### config.mk
export PLATFORM = sky130hd
export DESIGN_NAME = irq_run_alloc
export DESIGN_NICKNAME = d
export VERILOG_FILES = /design/src/rtl/irqa_pkg.sv /design/src/rtl/irqa_len_check.sv /design/src/rtl/irqa_slot_map.sv /design/src/rtl/irqa_seq.sv /design/src/rtl/irq_run_alloc.sv
export SDC_FILE = /design/constraint.sdc
export NUM_CORES = 1
export LEC_CHECK = 0
export BUFFER_PORTS_ARGS = -buffer_cell sky130_fd_sc_hd__buf_2
export CORE_MARGIN = 4
export CORE_UTILIZATION = 50
export CTS_CLUSTER_SIZE = 16
export DETAILED_ROUTE_END_ITERATION = 7
export PLACE_DENSITY = 0.67
export SKIP_CTS_REPAIR_TIMING = 1
export SLEW_MARGIN = 20
export SYNTH_ARGS = -nofsm -noshare
export SYNTH_HDL_FRONTEND = slang
export SYNTH_SLANG_ARGS = --single-unit
### constraint.sdc
create_clock -name clk -period 5.85 [get_ports clk]
set_input_delay 0.2925 -clock clk [delete_from_list [all_inputs] [get_ports clk]]
set_output_delay 0.2925 -clock clk [all_outputs]
set_load 0.1 [all_outputs]
### src/rtl/irqa_pkg.sv
package irqa_pkg;

    typedef enum logic [2:0] {
        ST_IDLE,
        ST_SCAN,
        ST_MARK,
        ST_FREE,
        ST_OK,
        ST_BAD
    } irqa_state_t;

endpackage

### src/rtl/irqa_len_check.sv
// Decides whether a run length is legal and chooses the search stride.
module irqa_len_check #(
    parameter int NSLOTS    = 64,
    parameter int MAX_ALIGN = 32,
    parameter int LEN_W     = 7
) (
    input  logic [LEN_W-1:0] len,
    input  logic             align,
    output logic             legal,
    output logic [LEN_W-1:0] stride
);
    localparam logic [LEN_W-1:0] LEN_MAX = LEN_W'(NSLOTS);
    localparam logic [LEN_W-1:0] ALN_MAX = LEN_W'(MAX_ALIGN);

    logic pow2;

    always_comb begin
        pow2   = ((len & (len - LEN_W'(1))) == '0);
        // zero, oversize, and non-power-of-two aligned lengths are rejected
        legal  = (len != '0) && (len <= LEN_MAX) &&
                 (!align || (pow2 && (len <= ALN_MAX)));
        stride = align ? len : LEN_W'(1);
    end
endmodule

### src/rtl/irqa_slot_map.sv
// Holds the used bit and the type bit of every slot.
module irqa_slot_map #(
    parameter int NSLOTS = 64,
    parameter int SLOT_W = 6
) (
    input  logic              clk,
    input  logic              rst_n,
    input  logic              set_en,
    input  logic              clr_en,
    input  logic [SLOT_W-1:0] wr_idx,
    input  logic              wr_kind,
    input  logic [SLOT_W-1:0] rd_idx,
    output logic              rd_used,
    input  logic [SLOT_W-1:0] q_idx,
    output logic              q_used,
    output logic              q_kind
);
    logic [NSLOTS-1:0] used_q;
    logic [NSLOTS-1:0] kind_q;

    for (genvar s = 0; s < NSLOTS; s++) begin : g_slot
        always_ff @(posedge clk) begin
            if (!rst_n) begin
                used_q[s] <= 1'b0;
                kind_q[s] <= 1'b0;
            end else if (set_en && (wr_idx == SLOT_W'(s))) begin
                used_q[s] <= 1'b1;
                kind_q[s] <= wr_kind;
            end else if (clr_en && (wr_idx == SLOT_W'(s))) begin
                used_q[s] <= 1'b0;
                kind_q[s] <= 1'b0;
            end
        end
    end

    assign rd_used = used_q[rd_idx];
    assign q_used  = used_q[q_idx];
    assign q_kind  = kind_q[q_idx];
endmodule

### src/rtl/irqa_seq.sv
// Request state machine: stride search, marking and clearing, one slot per clock.
module irqa_seq
    import irqa_pkg::*;
#(
    parameter int NSLOTS = 64,
    parameter int BASE   = 4096,
    parameter int NUM_W  = 16,
    parameter int SLOT_W = 6,
    parameter int LEN_W  = 7
) (
    input  logic              clk,
    input  logic              rst_n,
    input  logic              req_valid,
    input  logic              req_op,
    input  logic              req_align,
    input  logic              req_hint,
    input  logic              req_kind,
    input  logic [NUM_W-1:0]  req_num,
    input  logic [LEN_W-1:0]  req_len,
    output logic [LEN_W-1:0]  chk_len,
    output logic              chk_align,
    input  logic              len_ok,
    input  logic [LEN_W-1:0]  len_stride,
    output logic [SLOT_W-1:0] slot_idx,
    input  logic              rd_used,
    output logic              set_en,
    output logic              clr_en,
    output logic              wr_kind,
    output logic              busy,
    output logic              done,
    output logic              fail,
    output logic              err_len,
    output logic              free_warn,
    output logic [NUM_W-1:0]  res_num
);
    localparam int CW = SLOT_W + 2;
    localparam logic [NUM_W-1:0] BASE_V  = NUM_W'(BASE);
    localparam logic [CW-1:0]    SLOTS_C = CW'(NSLOTS);

    irqa_state_t st_q, st_d;

    logic [CW-1:0]    cand_q;
    logic [LEN_W-1:0] idx_q;
    logic [LEN_W-1:0] len_q;
    logic [LEN_W-1:0] stride_q;
    logic             kind_q;
    logic             hint_q;
    logic             warn_q;
    logic             bad_len_q;

    logic [NUM_W-1:0] off_full;
    logic             range_ok;
    logic             run_in_map;
    logic             fits;
    logic             last;

    // Request decode
    always_comb begin
        chk_len    = (req_hint && !req_op) ? LEN_W'(1) : req_len;
        chk_align  = req_align && !req_op && !req_hint;
        off_full   = req_num - BASE_V;
        range_ok   = (req_num >= BASE_V) && (off_full < NUM_W'(NSLOTS));
        run_in_map = ({1'b0, off_full} + (NUM_W+1)'(req_len)) <= (NUM_W+1)'(NSLOTS);
        fits       = (cand_q + CW'(len_q)) <= SLOTS_C;
        last       = (idx_q == (len_q - LEN_W'(1)));
        slot_idx   = SLOT_W'(cand_q + CW'(idx_q));
    end

    // State register
    always_ff @(posedge clk) begin
        if (!rst_n) st_q <= ST_IDLE;
        else        st_q <= st_d;
    end

    // Next state
    always_comb begin
        st_d = st_q;
        unique case (st_q)
            ST_IDLE: begin
                if (req_valid) begin
                    if (!len_ok)       st_d = ST_BAD;
                    else if (req_op)   st_d = (range_ok && run_in_map) ? ST_FREE : ST_BAD;
                    else if (req_hint) st_d = range_ok ? ST_SCAN : ST_BAD;
                    else               st_d = ST_SCAN;
                end
            end
            ST_SCAN: begin
                if (!fits)        st_d = ST_BAD;   // early give-up
                else if (rd_used) begin
                    if (hint_q)   st_d = ST_BAD;   // named slot taken
                end
                else if (last)    st_d = ST_MARK;
            end
            ST_MARK: if (last) st_d = ST_OK;
            ST_FREE: if (last) st_d = ST_OK;
            ST_OK:   st_d = ST_IDLE;
            ST_BAD:  st_d = ST_IDLE;
            default: st_d = ST_IDLE;
        endcase
    end

    // Datapath registers
    always_ff @(posedge clk) begin
        if (!rst_n) begin
            cand_q    <= '0;
            idx_q     <= '0;
            len_q     <= LEN_W'(1);
            stride_q  <= LEN_W'(1);
            kind_q    <= 1'b0;
            hint_q    <= 1'b0;
            warn_q    <= 1'b0;
            bad_len_q <= 1'b0;
        end else begin
            unique case (st_q)
                ST_IDLE: begin
                    if (req_valid) begin
                        len_q     <= chk_len;
                        stride_q  <= len_stride;
                        kind_q    <= req_kind;
                        hint_q    <= req_hint;
                        idx_q     <= '0;
                        warn_q    <= 1'b0;
                        bad_len_q <= !len_ok;
                        cand_q    <= (req_op || req_hint) ? CW'(off_full) : '0;
                    end
                end
                ST_SCAN: begin
                    if (fits) begin
                        if (rd_used) begin
                            // the next candidate lies one stride further on
                            cand_q <= cand_q + CW'(stride_q);
                            idx_q  <= '0;
                        end else if (last) begin
                            idx_q  <= '0;
                        end else begin
                            idx_q  <= idx_q + LEN_W'(1);
                        end
                    end
                end
                ST_MARK: idx_q <= idx_q + LEN_W'(1);
                ST_FREE: begin
                    idx_q  <= idx_q + LEN_W'(1);
                    warn_q <= warn_q | !rd_used;
                end
                ST_OK, ST_BAD: idx_q <= '0;
                default: idx_q <= '0;
            endcase
        end
    end

    // Outputs
    always_comb begin
        busy      = (st_q == ST_SCAN) || (st_q == ST_MARK) || (st_q == ST_FREE);
        done      = (st_q == ST_OK);
        fail      = (st_q == ST_BAD);
        err_len   = (st_q == ST_BAD) && bad_len_q;
        free_warn = (st_q == ST_OK) && warn_q;
        set_en    = (st_q == ST_MARK);
        clr_en    = (st_q == ST_FREE);
        wr_kind   = kind_q;
        res_num   = BASE_V + NUM_W'(cand_q);
    end
endmodule

### src/rtl/irq_run_alloc.sv
module irq_run_alloc #(
    parameter int  NSLOTS    = 64,
    parameter int  BASE      = 4096,
    parameter int  NUM_W     = 16,
    parameter int  MAX_ALIGN = 32,
    localparam int SLOT_W    = $clog2(NSLOTS),
    localparam int LEN_W     = $clog2(NSLOTS + 1)
) (
    input  logic              clk,
    input  logic              rst_n,
    input  logic              req_valid,
    input  logic              req_op,
    input  logic              req_align,
    input  logic              req_hint,
    input  logic              req_kind,
    input  logic [NUM_W-1:0]  req_num,
    input  logic [LEN_W-1:0]  req_len,
    output logic              busy,
    output logic              done,
    output logic              fail,
    output logic              err_len,
    output logic              free_warn,
    output logic [NUM_W-1:0]  res_num,
    input  logic [SLOT_W-1:0] q_slot,
    output logic              q_used,
    output logic              q_kind
);
    logic [LEN_W-1:0]  chk_len;
    logic              chk_align;
    logic              len_ok;
    logic [LEN_W-1:0]  len_stride;
    logic [SLOT_W-1:0] slot_idx;
    logic              rd_used;
    logic              set_en;
    logic              clr_en;
    logic              wr_kind;

    irqa_len_check #(
        .NSLOTS(NSLOTS), .MAX_ALIGN(MAX_ALIGN), .LEN_W(LEN_W)
    ) u_len (
        .len(chk_len), .align(chk_align), .legal(len_ok), .stride(len_stride)
    );

    irqa_slot_map #(
        .NSLOTS(NSLOTS), .SLOT_W(SLOT_W)
    ) u_map (
        .clk(clk), .rst_n(rst_n),
        .set_en(set_en), .clr_en(clr_en),
        .wr_idx(slot_idx), .wr_kind(wr_kind),
        .rd_idx(slot_idx), .rd_used(rd_used),
        .q_idx(q_slot), .q_used(q_used), .q_kind(q_kind)
    );

    irqa_seq #(
        .NSLOTS(NSLOTS), .BASE(BASE), .NUM_W(NUM_W),
        .SLOT_W(SLOT_W), .LEN_W(LEN_W)
    ) u_seq (
        .clk(clk), .rst_n(rst_n),
        .req_valid(req_valid), .req_op(req_op), .req_align(req_align),
        .req_hint(req_hint), .req_kind(req_kind),
        .req_num(req_num), .req_len(req_len),
        .chk_len(chk_len), .chk_align(chk_align),
        .len_ok(len_ok), .len_stride(len_stride),
        .slot_idx(slot_idx), .rd_used(rd_used),
        .set_en(set_en), .clr_en(clr_en), .wr_kind(wr_kind),
        .busy(busy), .done(done), .fail(fail),
        .err_len(err_len), .free_warn(free_warn), .res_num(res_num)
    );
endmodule

==> run metrics <==
status complete, no violations; CORE AREA ~0.02 mm2; CTS max path bufs 2; Unique masters post-synth between 60 and 70; full die area around 0.023 mm2; I/O pins approximately 60; hpwl dp ~18000 um; Pwr per Cell Area around 340 mW/mm2; Post-synth top flop dfxtp_1; Hold Violations, Final 0; Sink Count ~160; max cap viols 0; placer congestion estimate roughly 0.84; Initial Util around half; endpoints failing setup 0; global-route wire length before repair between 40000 and 50000 um; CP required approximately 6200 ps; Mapped Cells roughly 1100; GRT overflow 0; largest net degree at the start of global routing around 110; fin. max-slew vios 0; Setup TNS 0 ps; die width 150 um; clk_lat worst skew 440 ps; First DRT Iteration DRCs 600; placed instance count 1377; post-synthesis sequential area ratio around 32%; RSZ-0062 raised after global routing false; Peak Freq about 0.25 GHz; Total GRT Usage 23.5%; yosys warns 0; Finished Layout Cells 1409; Static Leak 4.56 nW; VDD IR max between 0.0002 and 0.00025 V; fin crit share between 60% and 70%; Post-synth ARST share 0%; Avg Cell Area, Syn approximately 8.9 um2; layout cell share with drive strength beyond 1 between 10% and 20%; CTS tree yes; Post-synth EDFFs 0; Antenna Nets Post-Route 0; FP Rows 51; min cycle time layout 4060 ps; Nets between 1000 and 1500; wire per inst around 18 um; Multi-input gate area about 0.0064 mm2; # DRC 0; routed wire length around 26000 um; worst-margin pin slew roughly 1000 ps; Hold Crit Class in2reg; H-tree levels 4; Worst Setup Start Kind register; Area growth syn-to-layout 8.76%; Port Buffers 50; CP max FO 20; most common cell after layout, fill and taps aside nand2_1; critical path endpoint category register; Worst-path clk slew 70 ps; #FFs+latches synth about 160; Root Driver clkbuf_16; Register Area 0.00328 mm2; Setup Crit Path Kind reg2reg; synthesized cell area approximately 0.010 mm2; Final Skew around 17 ps; total CTS buffers 17; number of detailed-route iterations in the first pass 7; initial antenna violation count 0; commonest non-fill, non-tap cells in the layout 168 x nand2_1, 163 x dfxtp_1, 101 x o21ai_0, 86 x nor2_1, 84 x a21boi_0; Slew headroom approximately 34%; crit path DAT 4390 ps; vias in the first global route roughly 8000; Vias/cell ~6.0; Antenna diodes 0; via count 8514; DIE HEIGHT around 150 um; Filler Cells Inserted between 1500 and 2000
power by group:
group / total, mW / internal, mW / switching (mW)
Clock: 1.09 / 0.566 / 0.528
Sequential: 1.26 / 1.17 / 0.0903
Combinational: 1.39 / 0.434 / 0.951
Total: 3.74 / 2.17 / 1.57
metrics by stage:
| step | hold slack [ps] | util, % | setup WS (ps) | power, mW | instance area, um2 |
|---|---|---|---|---|---|
| floorplan | 432 | - | 1730 | 2.39 | 10100 |
| global placement | 457 | 53.1 | 1840 | 2.64 | 10400 |
| detailed placement | 466 | 53.1 | 1780 | 2.66 | 10400 |
| CTS | 98.1 | 56.0 | 1740 | 3.75 | 11000 |
| global route | 151 | 56.0 | 1490 | 3.93 | 11000 |
| finish | 112 | 56.0 | 1790 | 3.74 | 11000 |
cells by family (layout without fill, tap and decap cells):
kind of cell / count (synthesis) / after routing / synth area share (%)
multiplexers: 82 / 82 / 15.3
XOR/XNOR: 36 / 36 / 3.19
adder cells (fa/ha/maj): 37 / 37 / 4.85
AND/OR/NAND/NOR: 395 / 395 / 17.8
other: 2 / 8 / 0.0742
flip-flops: 164 / 164 / 32.5
buffers and inverters: 98 / 105 / 4.19
AO/OA/AOI/OAI: 317 / 317 / 22.1
cell usage after synthesis (4+ instances only):
cell	count	area share [%]
clkbuf_1	57	2.1
mux4_2	58	13
o21ai_0	101	5.0
nor2_1	86	3.2
buf_4	12	0.89
o211a_1	48	4.7
o31ai_1	8	0.59
ha_1	32	4.0
o21a_1	4	0.30
dfxtp_1	164	32
nor3_1	14	0.69
nor4_1	5	0.31
xor2_1	19	1.6
inv_1	13	0.48
nor2b_1	20	1.2
fa_1	4	0.79
a21boi_0	84	6.2
a31oi_1	6	0.37
and3_1	8	0.49
mux2i_1	21	2.1
and2_1	16	0.99
or3_1	18	1.1
nand2_1	168	6.2
a21oi_1	17	0.84
buf_1	12	0.45
nand3_1	29	1.4
a21o_1	11	0.82
or2_2	9	0.56
a211oi_1	7	0.52
nand2b_1	10	0.62
xnor2_1	16	1.4
area by class of cell:
class	instances	area share, %
well taps	265	3.01
repair buffers	60	2.98
multi-input cells	875	58.6
clock inverters	14	1.25
flip-flops and latches	164	29.9
clock buffers	18	3.90
inverters	13	0.444
critical path, cell delays in order, from the launching register on:
cell and delay (ps):
dfxtp_1 360, ha_1 250, fa_1 1170, mux4_2 600, mux2i_1 130, mux2_2 160
o22ai_1 130, nor3_2 340, a2111o_1 500, mux2i_1 250, nor2b_1 60
sequential cells by signal, summed over array words and instances (netlist names):
name / cells
u_map.used_q: 64
u_seq.len_q: 7
u_seq.wr_kind: 1
u_seq.idx_q: 7
u_seq.hint_q: 1
u_seq.st_q: 3
u_seq.bad_len_q: 1
u_seq.warn_q: 1
u_map.kind_q: 64
u_seq.cand_q: 8
u_seq.stride_q: 7
final timing paths:
| check | from | endpoint | slack [ps] | cells past startpoint |
|---|---|---|---|---|
| worst max-delay path | u_seq.cand_q[0] | u_seq.cand_q[7] | 1790 | 10 |
| worst min-delay path | req_kind | u_seq.wr_kind | 110 | 3 |
| worst max register to register | u_seq.cand_q[0] | u_seq.cand_q[7] | 1790 | 10 |
| worst min register to register | u_seq.stride_q[5] | u_seq.stride_q[5] | 470 | 2 |
layer usage:
layer	vias to the layer above	track usage [%]	wire, um
li1	4103	-	-
met1	4160	34.8	12300
met2	226	35.8	11600
met3	25	3.67	1420
met4	0	6.36	297
met5	-	0	0
No activity file was read; power rests on OpenSTA's default activity.
